===== src/rtl/vint_pkg.sv =====
package vint_pkg;

    localparam int EL_W       = 2;
    localparam int NUM_KINDS  = 3;
    localparam int NUM_CTL    = 2;
    localparam int KIND_W     = 2;

    localparam logic [EL_W-1:0] LVL_USER   = 2'd0;
    localparam logic [EL_W-1:0] LVL_KERNEL = 2'd1;
    localparam logic [EL_W-1:0] LVL_HYP    = 2'd2;
    localparam logic [EL_W-1:0] LVL_MON    = 2'd3;

    typedef enum logic [KIND_W-1:0] {
        KIND_IRQ  = 2'b00,
        KIND_FIQ  = 2'b01,
        KIND_SERR = 2'b10
    } kind_e;

    typedef struct packed {
        logic              valid;
        kind_e             kind;
        logic              virt;
        logic [EL_W-1:0]   level;
    } take_info_t;

    localparam take_info_t TAKE_NONE = '{valid: 1'b0, kind: KIND_IRQ, virt: 1'b0, level: '0};

    function automatic logic is_guest_level(input logic [EL_W-1:0] el);
        return (el == LVL_USER) || (el == LVL_KERNEL);
    endfunction

    function automatic kind_e kind_of(input int idx);
        kind_e k;
        case (idx)
            1:       k = KIND_FIQ;
            2:       k = KIND_SERR;
            default: k = KIND_IRQ;
        endcase
        return k;
    endfunction

endpackage


===== src/rtl/vint_kind_eval.sv =====
module vint_kind_eval
    import vint_pkg::*;
(
    input  logic [EL_W-1:0] cur_el,
    input  logic            redirect,
    input  logic            phys_line,
    input  logic            virt_line,
    input  logic            mask_bit,
    input  logic            virt_allowed,
    output logic            phys_ok,
    output logic [EL_W-1:0] phys_level,
    output logic            virt_ok
);
    logic guest;

    always_comb begin
        guest      = is_guest_level(cur_el);
        phys_ok    = 1'b0;
        phys_level = LVL_KERNEL;
        if (phys_line) begin
            if (redirect) begin
                phys_level = LVL_HYP;
                if (guest) begin
                    phys_ok = 1'b1;
                end else if (cur_el == LVL_HYP) begin
                    phys_ok = !mask_bit;
                end
            end else if (guest) begin
                phys_ok = !mask_bit;
            end
        end
        virt_ok = virt_line && redirect && guest && virt_allowed && !mask_bit;
    end

endmodule


===== src/rtl/vint_prio_pick.sv =====
module vint_prio_pick
    import vint_pkg::*;
(
    input  logic [NUM_KINDS-1:0]            phys_ok,
    input  logic [NUM_KINDS-1:0][EL_W-1:0]  phys_level,
    input  logic [NUM_KINDS-1:0]            virt_ok,
    output take_info_t                      winner
);
    always_comb begin
        winner = TAKE_NONE;
        for (int k = 0; k < NUM_KINDS; k++) begin
            if (virt_ok[k]) begin
                winner = '{valid: 1'b1, kind: kind_of(k), virt: 1'b1, level: LVL_KERNEL};
            end
            if (phys_ok[k]) begin
                winner = '{valid: 1'b1, kind: kind_of(k), virt: 1'b0, level: phys_level[k]};
            end
        end
    end

endmodule


===== src/rtl/vint_take_reg.sv =====
module vint_take_reg
    import vint_pkg::*;
(
    input  logic        clk,
    input  logic        rst,
    input  take_info_t  winner,
    input  logic        ack,
    output logic        pulse,
    output take_info_t  held
);
    logic busy_q;
    logic fire;

    always_comb begin
        fire = winner.valid && !busy_q;
    end

    always_ff @(posedge clk) begin
        if (rst) begin
            busy_q <= 1'b0;
            pulse  <= 1'b0;
            held   <= TAKE_NONE;
        end else begin
            pulse <= fire;
            if (fire) begin
                busy_q <= 1'b1;
                held   <= winner;
            end else if (ack) begin
                busy_q <= 1'b0;
            end
        end
    end

endmodule


===== src/rtl/virq_take_unit.sv =====
module virq_take_unit
    import vint_pkg::*;
(
    input  logic                  clk,
    input  logic                  rst,
    input  logic [EL_W-1:0]       cur_el,
    input  logic                  secure,
    input  logic                  sec_hyp_en,
    input  logic [NUM_KINDS-1:0]  route_to_hyp,
    input  logic [NUM_KINDS-1:0]  soft_vpend,
    input  logic [NUM_CTL-1:0]    ctl_vreq,
    input  logic [NUM_KINDS-1:0]  phys_req,
    input  logic [NUM_KINDS-1:0]  pstate_mask,
    input  logic                  take_ack,
    output logic                  take_pulse,
    output logic [KIND_W-1:0]     take_kind,
    output logic                  take_virtual,
    output logic [EL_W-1:0]       take_level
);
    logic                           virt_allowed;
    logic [NUM_KINDS-1:0]           vreq;
    logic [NUM_KINDS-1:0]           phys_ok;
    logic [NUM_KINDS-1:0][EL_W-1:0] phys_level;
    logic [NUM_KINDS-1:0]           virt_ok;
    take_info_t                     winner;
    take_info_t                     held;

    assign virt_allowed = !secure || sec_hyp_en;

    for (genvar k = 0; k < NUM_KINDS; k++) begin : g_kind
        if (k < NUM_CTL) begin : g_with_ctl
            assign vreq[k] = soft_vpend[k] | ctl_vreq[k];
        end else begin : g_soft_only
            assign vreq[k] = soft_vpend[k];
        end

        vint_kind_eval u_eval (
            .cur_el       (cur_el),
            .redirect     (route_to_hyp[k]),
            .phys_line    (phys_req[k]),
            .virt_line    (vreq[k]),
            .mask_bit     (pstate_mask[k]),
            .virt_allowed (virt_allowed),
            .phys_ok      (phys_ok[k]),
            .phys_level   (phys_level[k]),
            .virt_ok      (virt_ok[k])
        );
    end

    vint_prio_pick u_pick (
        .phys_ok    (phys_ok),
        .phys_level (phys_level),
        .virt_ok    (virt_ok),
        .winner     (winner)
    );

    vint_take_reg u_reg (
        .clk    (clk),
        .rst    (rst),
        .winner (winner),
        .ack    (take_ack),
        .pulse  (take_pulse),
        .held   (held)
    );

    assign take_kind    = held.kind;
    assign take_virtual = held.virt;
    assign take_level   = held.level;

endmodule


===== config.mk =====
export PLATFORM = sky130hd
export DESIGN_NAME = virq_take_unit
export DESIGN_NICKNAME = d
export VERILOG_FILES = /design/src/rtl/vint_pkg.sv /design/src/rtl/vint_kind_eval.sv /design/src/rtl/vint_prio_pick.sv /design/src/rtl/vint_take_reg.sv /design/src/rtl/virq_take_unit.sv
export SDC_FILE = /design/constraint.sdc
export NUM_CORES = 1
export LEC_CHECK = 0
export ABC_AREA = 1
export ABC_CLOCK_PERIOD_IN_PS = 1200
export BUFFER_PORTS_ARGS = -buffer_cell sky130_fd_sc_hd__buf_2
export CORE_MARGIN = 2
export CORE_UTILIZATION = 37
export DETAILED_ROUTE_END_ITERATION = 6
export PLACE_DENSITY = 0.71
export SYNTH_ARGS = -nofsm -noshare
export SYNTH_HDL_FRONTEND = slang
export SYNTH_SLANG_ARGS = --single-unit

===== constraint.sdc =====
create_clock -name clk -period 1.2 [get_ports clk]
set_input_delay 0.36 -clock clk [delete_from_list [all_inputs] [get_ports clk]]
set_output_delay 0.36 -clock clk [all_outputs]
set_load 0.02 [all_outputs]

==> summary.md <==
| Metric | Value |
|---|---|
| Worst min path class | in2reg |
| TritonCTS clock tree | yes |
| GRT Max-Usage Layer | met2 |
| Cts hold-fix bufs | 0 |
| Syn Area/Cell | between 6 and 7 µm² |
| FF-to-FF Start | u_reg.busy_q |
| Crit-path max FO | 2 |
| Worst-Skew Late Latency | between 0.2 and 0.3 ns |
| Main flop type after synthesis | dfxtp_1 |
| Synth top area cells | dfxtp_1, nand2_1, nor2_1 |
| Cts bufs inserted | 3 |
| Critical path buffers and inverters | 1 |
| Avg WL per Cell | 8.63 µm |
| Sequential element share of the synthesized area | around 28% |
| Core area | about 1300 µm² |
| Cells after Synth | 78 |
| Period utilization | a little over 90% |
| NetSw | around 230 µW |
| Slowest stage delay, CP | about 0.33 ns |
| Hold wc startpoint | rst |
| Crit path cell chain | buf_2 |
| Post-route insts no fill | 126 |
| HPWL after detailed placement | roughly 930 µm |
| Hold path endpoint | u_reg.held[3] |
| Yosys reg bits | 7 |
| Clock power share | between 30% and 40% |
| Layout Skew | between 0.001 and 0.0015 ns |
| Crit path DAT | 0.75 ns |
| Ports | 27 |
| Pin count of the biggest net entering global routing | 10 |
| Slew headroom | between 80% and 90% |
| ANT nets after route | 0 |
| Internal power | 476 µW |
| Distinct cells, synth | 16 |
| Layout Utilization | a little over half |
| Count leader, synth | nand2_1 |
| Fmax | roughly 900 MHz |
| Nets | roughly 130 |
| Syn_nets | a little under 100 |
| CTS sink cnt | 7 |
| Total number of vias | between 500 and 600 |
| R2R cell count | 5 |
| Slowest cell on the critical path | dfxtp_1 |
| Pwr Total | a little over 700 µW |
| Worst Setup Slack, final | between 0.09 and 0.1 ns |
| Vias in the first global route | 488 |
| Hold Slack | 0.352 ns |
| GRT overflow | 0 |
| Clk slew on worst S/H paths | 0.05 ns |
| DRC viols | 0 |
| Worst-margin pin slew | between 0.15 and 0.2 ns |
| WS Path Type | reg2out |
| Initial DRT Pass Iterations | 4 |
| Root Driver | clkbuf_4 |
| Setup WS pre-CTS | -0.186 ns |
| Max cap viols | 0 |
| Worst path top cell family by delay | flip-flops |
| Final Instance Area | between 600 and 700 µm² |
| Dpl cell area | around 660 µm² |
| Diode count | 0 |
| Gate power share | around 33% |
| DRT iter0 DRCs | 8 |
| Final hold vios | 0 |
| Share of the synthesized area in the top cell type | between 20% and 30% |
| Port Buffers | 26 |
| Setup TNS | 0 ns |
| Multi-input logic area | about 320 µm² |
| Setup Fix Bufs, Post-CTS | 0 |
| Slew Limit Fails | 0 |
| Final min period | 1.11 ns |
| Antenna violations before repair | 0 |
| Yosys warns | 0 |
| Die X | between 40 and 50 µm |
| Setup crit start kind | flop |
| CP endpoint kind | output pin |
| Synth Cell Area | a little under 500 µm² |
| Reg-to-reg endpoint | u_reg.held[0] |
| CTS max path bufs | 2 |
| EDFF count, synth | 0 |
| Met1 Usage GRT | 19.0% |
| Area growth syn-to-layout | 41.7% |
| Reg area | 140 µm² |
| Cell Rows | 13 |
| VDD IR-drop max | 617 µV |
| Avg Vias per Cell | roughly 4.6 |
| Dominant cell type by area after synthesis | dfxtp_1 |
| Wirelength, routed | approximately 1.1 mm |
| Hold Crit Depth | 2 |
| Setup Viol. Count Final | 0 |
| Die area | approximately 1600 µm² |
| GRT Total Usage | roughly 17% |
| Initial Util | 38.8% |
| FF-to-FF setup slack | 0.30 ns |
| Pwr dens | around 1000 nW/µm² |
| Global Route met3 Usage | 6.67% |
| Critical path data required time | around 0.84 ns |
| Fillers | 136 |
| Die Y | 40.5 µm |
| Placed cells | 122 |
| Share of cells above drive strength 1 | between 40% and 50% |
| Status | finished, final reports clean |
| # H-tree levels | 1 |
| Leakage | about 0.37 nW |
| Asr flop ratio synth | 0% |
| Synth top cells by count | nand2_1, nor2_1, nand3_1, dfxtp_1, nand2_2 |
| RSZ-0062 raised after global routing | no |
| Reg power frac | between 30% and 40% |
| Sw Share | roughly a third |
| Gpl congestion | roughly 0.85 |
| First-pass GRT wire length | ~1.8 mm |
| Met2 GRT Util | 27.8% |
-- layout make-up --
| type | instances | area share (%) |
|---|---|---|
| Multi-Input combinational cell | 63 | 46.3 |
| Timing Repair Buffer | 30 | 23.3 |
| Clock buffer | 4 | 3.77 |
| Sequential cell | 7 | 20.1 |
| Tap cell | 15 | 2.69 |
| Inverter | 7 | 3.77 |
-- power groups by stage --
stage / Combinational (mW) / Sequential, mW / Clock, mW
after detailed placement: 0.229 / 0.268 / 0
after CTS: 0.229 / 0.263 / 0.225
final: 0.231 / 0.263 / 0.214
after global placement: 0.226 / 0.267 / 0
after floorplan: 0.119 / 0.291 / 0
after global routing: 0.263 / 0.266 / 0.242
-- how the worst max path moves through the flow --
stage | from | endpoint | slack (ns) | cells after the start
6_report | u_reg.held[3] | take_kind[0] | 0.09 | 1
5_1_grt | secure | u_reg.held[1] | 0.004 | 11
4_1_cts | u_reg.held[3] | take_kind[0] | 0.08 | 1
3_5_place_dp | cur_el[1] | u_reg.held[0] | -0.19 | 9
3_3_place_gp | sec_hyp_en | u_reg.held[0] | -0.17 | 10
2_1_floorplan | cur_el[1] | u_reg.held[0] | 0.003 | 9
-- routing by layer --
metal | vias up | part of all wire, %
li1 | 317 | -
met2 | 13 | 50
met4 | 0 | 0.74
met1 | 250 | 44
met5 | - | 0
met3 | 2 | 4.9
-- layout by cell type, fill, tap and decap left out, drive strengths merged --
master / Yosys / final
nor3: 1 / 1
nand2: 26 / 26
nand3: 10 / 10
buf: 1 / 29
o21ai: 6 / 6
nor2: 14 / 14
inv: 7 / 7
a21oi: 5 / 5
clkbuf: 0 / 5
o21bai: 1 / 1
dfxtp: 7 / 7
-- cells by family after synthesis --
kind of cell	count (synthesis)	synth area share, %
simple gates	51	48.9
compound gates	12	15.0
buf+inv	8	7.63
flops	7	28.5
-- state kept, by name (all words and copies together) (netlist names) --
name and flops:
u_reg.held 5, u_reg.busy_q 1, u_reg.pulse 1
-- timing repair --
item	4_1_cts	5_1_grt
endpoints found under the hold margin	0	0
endpoints found under the setup margin	0	5
gates resized for setup	0	3
-- worst register-to-register path: stages, from the launching register on --
cell,delay (ns)
dfxtp_1,0.29
inv_1,0.14
o21ai_1,0.11
nand2_2,0.09
nand3_1,0.08
a21oi_1,0.12
(Power assumes the default switching activity.)
